$ cat src/rtl/cal_rtc_pkg.sv
package cal_rtc_pkg;

   localparam int NFLD = 6;
   localparam int FW   = 7;

   typedef logic [FW-1:0] fld_t;

   typedef struct packed {
      logic [6:0] year;
      logic [3:0] month;
      logic [4:0] day;
      logic [4:0] hour;
      logic [5:0] minute;
      logic [5:0] second;
   } cal_time_t;

   localparam logic [3:0] ADR_SEC   = 4'd0;
   localparam logic [3:0] ADR_HOUR  = 4'd2;
   localparam logic [3:0] ADR_AHOUR = 4'd8;
   localparam logic [3:0] ADR_MASK  = 4'd12;
   localparam logic [3:0] ADR_CTRL  = 4'd13;

   localparam cal_time_t TIME_RESET = '{year: 7'd0, month: 4'd1, day: 5'd1,
                                        hour: 5'd0, minute: 6'd0, second: 6'd0};

   function automatic logic [4:0] month_days(input logic [3:0] mon, input logic [6:0] yr);
      case (mon)
         4'd2:                      return (yr[1:0] == 2'b00) ? 5'd29 : 5'd28;
         4'd4, 4'd6, 4'd9, 4'd11:   return 5'd30;
         default:                   return 5'd31;
      endcase
   endfunction

   function automatic fld_t hour_in(input logic [7:0] d, input logic m12);
      if (!m12)              return {2'b00, d[4:0]};
      if (d[3:0] == 4'd12)   return d[7] ? 7'd12 : 7'd0;
      if (d[7])              return {3'b000, d[3:0]} + 7'd12;
      return {3'b000, d[3:0]};
   endfunction

   function automatic logic [4:0] hour_out(input logic [4:0] h, input logic m12);
      if (!m12)        return h;
      if (h == 5'd0)   return 5'd12;
      if (h > 5'd12)   return h - 5'd12;
      return h;
   endfunction

   function automatic fld_t get_fld(input cal_time_t t, input int idx);
      case (idx)
         0:       return {1'b0, t.second};
         1:       return {1'b0, t.minute};
         2:       return {2'b00, t.hour};
         3:       return {2'b00, t.day};
         4:       return {3'b000, t.month};
         default: return t.year;
      endcase
   endfunction

   function automatic cal_time_t put_fld(input cal_time_t t, input int idx, input fld_t v);
      cal_time_t r;
      r = t;
      case (idx)
         0:       r.second = v[5:0];
         1:       r.minute = v[5:0];
         2:       r.hour   = v[4:0];
         3:       r.day    = v[4:0];
         4:       r.month  = v[3:0];
         default: r.year   = v;
      endcase
      return r;
   endfunction

endpackage

$ cat src/rtl/cal_rtc_prescaler.sv
module cal_rtc_prescaler #(
   parameter int unsigned DIV = 32768
) (
   input  logic       clk,
   input  logic       rst_n,
   input  logic       en,
   input  logic       clr,
   input  logic [2:0] tick_sel,
   output logic       sec_step,
   output logic       tick_irq
);
   localparam int SW = $clog2(DIV);

   if (DIV < 256 || (DIV & (DIV - 1)) != 0) begin : g_bad_div
      $error("cal_rtc_prescaler: DIV must be a power of two of at least 256");
   end

   logic [SW-1:0] sub;
   logic [7:0]    rate_hit;

   // Each tick rate is a run of low bits of the shared phase counter, all ones.
   for (genvar i = 0; i < 8; i++) begin : g_rate
      localparam int LG = SW - 7 + i;
      assign rate_hit[i] = &sub[LG-1:0];
   end

   always_ff @(posedge clk or negedge rst_n) begin
      if (!rst_n)      sub <= '0;
      else if (clr)    sub <= '0;
      else if (en)     sub <= sub + 1'b1;
   end

   assign sec_step = en & ~clr & (&sub);

   always_ff @(posedge clk or negedge rst_n) begin
      if (!rst_n) tick_irq <= 1'b0;
      else        tick_irq <= en & ~clr & rate_hit[tick_sel];
   end
endmodule

$ cat src/rtl/cal_rtc_timekeeper.sv
module cal_rtc_timekeeper
   import cal_rtc_pkg::*;
(
   input  logic            clk,
   input  logic            rst_n,
   input  logic            step,
   input  logic [NFLD-1:0] we,
   input  fld_t            val,
   output cal_time_t       now
);
   cal_time_t nxt;

   always_comb begin
      nxt = now;
      if (step) begin
         if (now.second >= 6'd59) begin
            nxt.second = '0;
            if (now.minute >= 6'd59) begin
               nxt.minute = '0;
               if (now.hour >= 5'd23) begin
                  nxt.hour = '0;
                  if (now.day >= month_days(now.month, now.year)) begin
                     nxt.day = 5'd1;
                     if (now.month >= 4'd12) begin
                        nxt.month = 4'd1;
                        nxt.year  = (now.year >= 7'd99) ? 7'd0 : now.year + 7'd1;
                     end else begin
                        nxt.month = now.month + 4'd1;
                     end
                  end else begin
                     nxt.day = now.day + 5'd1;
                  end
               end else begin
                  nxt.hour = now.hour + 5'd1;
               end
            end else begin
               nxt.minute = now.minute + 6'd1;
            end
         end else begin
            nxt.second = now.second + 6'd1;
         end
      end
      for (int i = 0; i < NFLD; i++) begin
         if (we[i]) nxt = put_fld(nxt, i, val);
      end
   end

   always_ff @(posedge clk or negedge rst_n) begin
      if (!rst_n) now <= TIME_RESET;
      else        now <= nxt;
   end
endmodule

$ cat src/rtl/cal_rtc_alarm.sv
module cal_rtc_alarm
   import cal_rtc_pkg::*;
(
   input  logic            clk,
   input  logic            rst_n,
   input  logic            step,
   input  logic [NFLD-1:0] we,
   input  fld_t            val,
   input  logic            mask_we,
   input  logic [NFLD-1:0] mask_val,
   input  cal_time_t       now,
   output logic            alarm_irq
);
   cal_time_t       alm;
   logic [NFLD-1:0] ignore;
   logic [NFLD-1:0] fld_ok;
   logic            step_q;

   for (genvar i = 0; i < NFLD; i++) begin : g_cmp
      assign fld_ok[i] = ignore[i] | (get_fld(now, i) == get_fld(alm, i));
   end

   always_ff @(posedge clk or negedge rst_n) begin
      if (!rst_n) begin
         alm    <= '0;
         ignore <= '0;
      end else begin
         for (int i = 0; i < NFLD; i++) begin
            if (we[i]) alm <= put_fld(alm, i, val);
         end
         if (mask_we) ignore <= mask_val;
      end
   end

   // Compare against the registers after they took the new second.
   always_ff @(posedge clk or negedge rst_n) begin
      if (!rst_n) begin
         step_q    <= 1'b0;
         alarm_irq <= 1'b0;
      end else begin
         step_q    <= step;
         alarm_irq <= step_q & (&fld_ok);
      end
   end
endmodule

$ cat src/rtl/cal_rtc.sv
module cal_rtc
   import cal_rtc_pkg::*;
#(
   parameter int unsigned PRESC_DIV = 32768
) (
   input  logic       clk,
   input  logic       rst_n,
   input  logic       rtc_en,
   input  logic       wr_en,
   input  logic [3:0] wr_addr,
   input  logic [7:0] wr_data,
   output logic [5:0] sec_o,
   output logic [5:0] min_o,
   output logic [4:0] hour_o,
   output logic       pm_o,
   output logic [4:0] day_o,
   output logic [3:0] month_o,
   output logic [6:0] year_o,
   output logic       alarm_irq,
   output logic       tick_irq
);
   logic [NFLD-1:0] tm_we;
   logic [NFLD-1:0] al_we;
   fld_t            wval;
   logic            phase_clr;
   logic            sec_step;
   logic [2:0]      tick_sel;
   logic            mode12;
   cal_time_t       now;

   always_comb begin
      tm_we = '0;
      al_we = '0;
      for (int i = 0; i < NFLD; i++) begin
         tm_we[i] = wr_en && (wr_addr == 4'(i));
         al_we[i] = wr_en && (wr_addr == 4'(i + NFLD));
      end
   end

   assign wval      = (wr_addr == ADR_HOUR || wr_addr == ADR_AHOUR) ? hour_in(wr_data, mode12)
                                                                   : wr_data[6:0];
   assign phase_clr = wr_en && (wr_addr == ADR_SEC);

   always_ff @(posedge clk or negedge rst_n) begin
      if (!rst_n) begin
         tick_sel <= 3'd7;
         mode12   <= 1'b0;
      end else if (wr_en && wr_addr == ADR_CTRL) begin
         tick_sel <= wr_data[2:0];
         mode12   <= wr_data[3];
      end
   end

   cal_rtc_prescaler #(.DIV(PRESC_DIV)) u_presc (
      .clk      (clk),
      .rst_n    (rst_n),
      .en       (rtc_en),
      .clr      (phase_clr),
      .tick_sel (tick_sel),
      .sec_step (sec_step),
      .tick_irq (tick_irq)
   );

   cal_rtc_timekeeper u_time (
      .clk   (clk),
      .rst_n (rst_n),
      .step  (sec_step),
      .we    (tm_we),
      .val   (wval),
      .now   (now)
   );

   cal_rtc_alarm u_alarm (
      .clk       (clk),
      .rst_n     (rst_n),
      .step      (sec_step),
      .we        (al_we),
      .val       (wval),
      .mask_we   (wr_en && wr_addr == ADR_MASK),
      .mask_val  (wr_data[NFLD-1:0]),
      .now       (now),
      .alarm_irq (alarm_irq)
   );

   assign sec_o   = now.second;
   assign min_o   = now.minute;
   assign hour_o  = hour_out(now.hour, mode12);
   assign pm_o    = now.hour >= 5'd12;
   assign day_o   = now.day;
   assign month_o = now.month;
   assign year_o  = now.year;
endmodule

$ cat config.mk
export PLATFORM = sky130hd
export DESIGN_NAME = cal_rtc
export DESIGN_NICKNAME = d
export VERILOG_FILES = /design/src/rtl/cal_rtc_pkg.sv /design/src/rtl/cal_rtc_prescaler.sv /design/src/rtl/cal_rtc_timekeeper.sv /design/src/rtl/cal_rtc_alarm.sv /design/src/rtl/cal_rtc.sv
export SDC_FILE = /design/constraint.sdc
export NUM_CORES = 1
export LEC_CHECK = 0
export BUFFER_PORTS_ARGS = -buffer_cell sky130_fd_sc_hd__buf_2
export CORE_ASPECT_RATIO = 1.2
export CORE_UTILIZATION = 61
export DETAILED_ROUTE_END_ITERATION = 8
export PLACE_DENSITY = 0.8
export RECOVER_POWER = 50
export SYNTH_ARGS = -nofsm -noshare
export SYNTH_HDL_FRONTEND = slang
export SYNTH_HIERARCHICAL = 1
export SYNTH_SLANG_ARGS = --single-unit
$ cat constraint.sdc
create_clock -name clk -period 5.4 [get_ports clk]
set_input_delay 0.27 -clock clk [delete_from_list [all_inputs] [get_ports clk]]
set_output_delay 0.27 -clock clk [all_outputs]
set_load 0.02 [all_outputs]
==> flow_summary.ini, run 1 <==
[grt]
grt_max_degree = 63
grtUsageTotal_pct = 28.06
globalRouteOverflowTotal = 0
antenna_found_initial = 0
use_met1_pct = 35.88
busiest_layer = met2
grt_pass1_vias = 4265
use_met3_pct = 3.541
grt_pass1_wl_um = 20500
use_met2_pct = 47.76

[place]
post-dp-hpwl_um = 8965
gp_congestion = 0.8737
dpl.cell_count = 711
dpl_cell_area_mm2 = 0.005954
port_buffers = 51

[setup_path]
timing.rr.end = u_time/now[27]
reg2reg_setup_slack_ns = 2.10
r2r_cells = 10
worstSetupEndpointType = flip-flop
r2r_start = u_presc/sub[0]
worstSetupPathType = reg -> reg
worstPathArrival_ns = 3.56
crit_path_start_kind = flip-flop
cp_max_fo = 12
crit_required_ns = 5.66

[pwr]
power_frac_comb_pct = 29.1
switching_share_pct = 36.72
power_frac_clock_pct = 22.2
ir_drop_mv = 0.2041
power.switching_uw = 812.6
cellLeakagePower_uw = 0.002531
power_uw = 2213
intPower_uw = 1400
power_per_cell_area_mw_per_mm2 = 362.1
pwr-share-seq_pct = 48.7

[yosys]
synth_top_family_by_area = simple AND/OR/NAND/NOR gates
synth_largest_area_cell = dfrtp_1
synth_compound_area_share_pct = 13.26
synth_xor_xnor_area_share_pct = 6.853
ys_warn_count = 6
syn-instance-count = 557
synth-seq-cells = 94
muxShareOfSynthArea_pct = 11.67
synth-main-ff-cell = dfrtp_1
ys_seq_area_share_pct = 42.08
async_flop_share_pct = 100.0
syn_avg_cell_area_um2 = 10.06
synthesis.nets = 591
synthAdderAreaFrac_pct = 4.018
synth_cell_type_count = 67
synth_area_mm2 = 0.005605
synth-edff-count = 0
synth_top_area_share_pct = 39.73
synth-simple-area-share_pct = 18.77
synth_area_leaders = dfrtp_1 40%, mux2_2 9.4%, ha_1 4.0%

[floorplanning]
die_h_um = 107.0
dieArea_mm2 = 0.009578
die_w_um = 89.51
io_pins = 52
core_mm2 = 0.008750
initial_core_util_pct = 64.06
row_count = 37

[clock_tree]
clk_path_buf_depth = 2
cts_root_buf = clkbuf_8
cts_tree = yes
post_cts_buffers = 0
numCtsBuffers = 9
cts.htree.levels = 3
clk_pin_slew_worst_paths_ns = 0.09
clock_latency_ns = 0.36
cts_sinks = 94

[sta]
finalSetupViolCount = 0
period_needed_ns = 3.298
skew_ns = 0.007607
finalHoldViolations = 0
tns_ns = 0
tightest_slew_ns = 1.727
slew_viol_final = 97
rsz0062_at_grt = no
worst_hold_slack_ns = 0.1631
fmax_ghz = 0.3033
slew_headroom_pct = -15.12
finalCritPeriodShare_pct = 61.07

[detailed_routing]
vias = 4429
drt_pass1_iterations = 4
drc = 0
post_drt_via_cell_ratio = 6.084
wl_um = 12700
wl_per_cell_um = 17.44
drt_iter0_drc = 258
antenna_left = 0

[finish]
area_growth_pct = 9.040
nets = 640
final_area_mm2 = 0.006112
final-seq-area_mm2 = 0.002359
n_fill_cell = 666
layout_commonest_cell = dfrtp_1
final_cells = 728
num_antenna_cells = 0
drive_gt1_share_pct = 18.49
mostFrequentLayoutCells = 89 x dfrtp_1, 47 x mux2_2, 40 x nor2_1, 38 x a21oi_1, 38 x nand2_1
multiInputGateArea_mm2 = 0.003052

[run_status]
outcome = complete, but fails checks
violations = max-capacitance violations, max-slew violations

[worst_hold_path]
hold_depth = 2
worstHoldPathType = in -> reg
holdPathEnd = u_alarm/ignore[5]
min_from = wr_data[5]

[flow_run]
drv_cap = 2
registers in the layout, indices dropped and copies added (netlist names):
signal             count
u_alarm/alm           33
u_alarm/step_q         1
mode12                 1
u_alarm/ignore         6
u_presc/sub           15
u_alarm/alarm_irq      1
u_presc/tick_irq       1
u_time/now            33
tick_sel               3
worst max path at each step:
stage                              start        endpoint  cells after the start
after floorplan           u_time/now[22]  u_time/now[27]                     11
after global placement    u_presc/sub[0]  u_time/now[27]                     10
after detailed placement  u_presc/sub[0]  u_time/now[27]                     10
after CTS                 u_presc/sub[0]  u_time/now[27]                     10
after global routing               rst_n  u_time/now[13]                      3
final                     u_presc/sub[0]  u_time/now[27]                     10
repair_timing:
item                                    4_1_cts  5_1_grt
hold buffers                                  1        0
gates resized for setup                       0        0
endpoints found under the setup margin        0        0
endpoints found under the hold margin        29        0
logic make-up after synthesis:
kind of cell / after synthesis
compound gates: 118
xor+xnor: 43
fa+ha+maj: 18
buf+inv: 42
flops: 94
mux: 59
simple gates: 183
cells in the mapped netlist (5+ instances only):
cell	number
nor2b_1	9
a31oi_1	8
nand3_1	17
nand2_1	38
dfstp_2	5
nand2b_1	6
a21oi_1	38
o21ai_0	36
a22oi_1	5
nand4_1	6
mux2i_1	11
mux2_2	47
dfrtp_1	89
xor2_1	21
nor3_1	13
clkbuf_1	13
nor4_1	11
and3_1	5
xnor2_1	21
ha_1	18
or2_2	5
nor2_1	39
a221o_1	6
and2_1	5
inv_1	22
cell type report:
cell class                 count  share of cell area [%]
clock buffer                  12                   2.538
clock inverter                 4                  0.9007
inverter                      22                   1.351
multi-input combinational    421                   49.93
sequential                    94                   38.59
tap                          117                   2.395
timing repair buffer          58                   4.299
worst max-delay path: stages, from the launching register on:
cell and delay, ns:
dfrtp_1 0.45, ha_1 0.25, nand3_1 0.17, nor4_4 0.29, nand3_1 0.15, nor2_1 0.13, buf_4 0.18, nand3_2 0.23
or4_1 0.71, or4b_1 0.54, o311ai_1 0.09
per-stage QoR:
stage / worst slack [ns] / utilization (%)
6_report: 2.102 / 69.86
5_1_grt: 1.568 / 69.86
4_1_cts: 2.123 / 70.57
3_5_place_dp: 2.158 / 68.05
3_3_place_gp: 2.267 / 68.05
2_1_floorplan: 2.490 / -
power groups by stage:
stage               Sequential, µW  Clock (µW)  Combinational (µW)
floorplan                     1090           0                 443
CTS                           1080         499                 656
global route                  1100         526                 715
global placement              1080           0                 627
detailed placement            1090           0                 652
finish                        1080         491                 644
routing by layer:
layer  share of wire (%)  vias up
met3                 4.6       19
met4                 2.1        0
met1                  43     2167
met5                   0        -
li1                    -     2112
met2                  50      131
Power figures use the tool's default switching activity.
==> run 2: changes to the inputs <==
ABC_AREA = 1   (was not set)
CORE_UTILIZATION = 55   (was 61)
PLACE_DENSITY = 0.75   (was 0.8)
clock period = 2.7 ns   (was 5.4 ns; I/O delays follow)
==> flow_summary.ini, run 2 <==
[finish]
drive_gt1_share_pct = 13.48
area_growth_pct = 11.65
num_antenna_cells = 0
nets = 956
final_cells = 1056
mostFrequentLayoutCells = 280 x nand2_1, 126 x inv_1, 89 x dfrtp_1, 85 x nor2_1, 64 x nand3_1
top_regs = u_alarm/alm: 33 flops, u_time/now: 33 flops, u_presc/sub: 15 flops
n_fill_cell = 996
layout_commonest_cell = nand2_1

[yosys]
synth-edff-count = 0
netlist_top_cells_count = 279 x nand2_1, 125 x inv_1, 89 x dfrtp_1, 83 x nor2_1, 63 x nand3_1
synth_area_mm2 = 0.006122
ys_seq_area_share_pct = 38.52
syn-instance-count = 863
synth_largest_area_cell = dfrtp_1
synth-main-ff-cell = dfrtp_1
synth-seq-cells = 94
async_flop_share_pct = 100.0
synth_top_area_share_pct = 36.38
ys_warn_count = 6
synth_area_leaders = dfrtp_1 36%, nand2_1 17%, inv_1 7.7%
yosysMostFrequentCell = nand2_1
synth_cell_type_count = 46
syn_avg_cell_area_um2 = 7.094
synthesis.nets = 897

[clock_tree]
clock_latency_ns = 0.34
cts.htree.levels = 3
clk_path_buf_depth = 2
numCtsBuffers = 9
clk_pin_slew_worst_paths_ns = 0.07
post_cts_buffers = 0
cts_root_buf = clkbuf_16
cts_sinks = 94
hold_buffers = 1
ctsResizeCount = 0
cts_tree = yes

[detailed_routing]
drt_pass1_iterations = 6
vias = 5547
wl_um = 14710
drc = 2
drt_iter0_drc = 315
antenna_left = 0
wl_per_cell_um = 13.93
post_drt_via_cell_ratio = 5.253

[floorplanning]
initial_core_util_pct = 57.38
core_mm2 = 0.01067
dieArea_mm2 = 0.01156
die_w_um = 98.31
io_pins = 52
die_h_um = 117.6
row_count = 41

[grt]
use_met1_pct = 34.65
use_met2_pct = 43.40
busiest_layer = met2
grtUsageTotal_pct = 26.78
use_met3_pct = 3.147
globalRouteOverflowTotal = 0
grt_pass1_vias = 5114
grt_pass1_wl_um = 24420
grt_max_degree = 51
antenna_found_initial = 0

[pwr]
cellLeakagePower_uw = 0.003641
power_per_cell_area_mw_per_mm2 = 722.4
ir_drop_mv = 0.3345

[sta]
skew_ns = 0.007516
slew_headroom_pct = 22.70
finalSetupViolCount = 0
slew_viol_final = 0
rsz0062_at_grt = no
worst_hold_slack_ns = 0.04599
tightest_slew_ns = 1.159
period_needed_ns = 2.321
finalHoldViolations = 0
fin_ws_ns = 0.3793
fmax_ghz = 0.4309
finalCritPeriodShare_pct = 85.95
tns_ns = 0

[worst_hold_path]
worstHoldPathType = in -> reg
holdPathEnd = u_alarm/ignore[4]
hold_depth = 3
min_from = wr_data[4]

[place]
gp_congestion = 0.8710
port_buffers = 51
dpl.cell_count = 1039
post-dp-hpwl_um = 10800
place_ws_ns = 0.3914

[run_status]
violations = design-rule violations
outcome = complete, but fails checks

[setup_path]
cp_max_fo = 9
worstPathArrival_ns = 2.55
crit_path_start_kind = flip-flop
worstSetupEndpointType = flip-flop
r2r_start = u_time/now[22]
r2r_cells = 14
reg2reg_setup_slack_ns = 0.38
timing.rr.end = u_time/now[29]
worstSetupPathType = reg -> reg
crit_required_ns = 2.93

[flow_run]
drv_cap = 0
-- run 2: cell types whose count changed after synthesis, moves of 9 or more --
cell	delta
nand2_1	+241
inv_1	+103
mux2_2	-46
nand3_1	+46
nor2_1	+44
a21oi_1	-26
xnor2_1	-18
o21ai_0	+17
o21ai_2	+13
mux2i_1	-11
nor4_1	-11
nand2_2	+10
nor2b_1	-9
-- run 2: kinds of logic after synthesis --
logic type	after synthesis	share of synthesized area [%]
AND/OR/NAND/NOR	480	35.34
AO/OA/AOI/OAI	108	10.65
multiplexers	1	0.1839
adder cells (fa/ha/maj)	18	3.679
buffers and inverters	145	9.197
flip-flops	94	38.52
XOR/XNOR	17	2.432
-- run 2: worst max path at each step --
stage                     cells past startpoint            from             end
after CTS                                    14  u_time/now[22]  u_time/now[29]
after global placement                       14  u_time/now[22]  u_time/now[31]
final                                        14  u_time/now[22]  u_time/now[29]
after floorplan                              14  u_time/now[22]  u_time/now[26]
after global routing                         14  u_time/now[22]  u_time/now[29]
after detailed placement                     14  u_time/now[22]  u_time/now[29]
-- run 2: layer usage --
metal  vias to the layer above  routed length [µm]
met5                         -                   0
met4                         0                 643
met3                        40                 525
met2                       122                6946
met1                      2546                6593
li1                       2839                   -
-- run 2: final cells by class --
class / instances / area [µm²] / share of cell area [%]
Multi-Input combinational cell: 624 / 3179 / 46.51
Sequential cell: 94 / 2359 / 34.50
Timing Repair Buffer: 60 / 326.6 / 4.778
Clock inverter: 5 / 56.30 / 0.8237
Inverter: 133 / 500.5 / 7.322
Tap cell: 129 / 161.4 / 2.361
Clock buffer: 11 / 252.7 / 3.698
-- run 2: report_power, final --
part / switching, µW / internal (µW) / total [µW]
clock: 548 / 769 / 1320
sequential: 356 / 1720 / 2070
combinational: 957 / 591 / 1550
-- run 2: critical path, stage by stage (launching register included) --
cell and delay [ns]:
dfstp_2 0.61, inv_1 0.08, ha_1 0.20, o21ai_0 0.16
nand2_1 0.06, a21oi_1 0.13, ha_1 0.24, nand2_1 0.07
nand3_1 0.07, nand2_1 0.10, inv_1 0.11, nand3_4 0.16
nand2_4 0.10, nand2_1 0.07, nand2_1 0.05
-- run 2: per-stage QoR --
stage	util, %	area, µm²	power, µW
5_1_grt	64.06	6835	5291
3_3_place_gp	61.40	6551	3613
2_1_floorplan	-	6122	3167
3_5_place_dp	61.40	6551	3649
6_report	64.06	6835	4938
4_1_cts	64.39	6870	4978
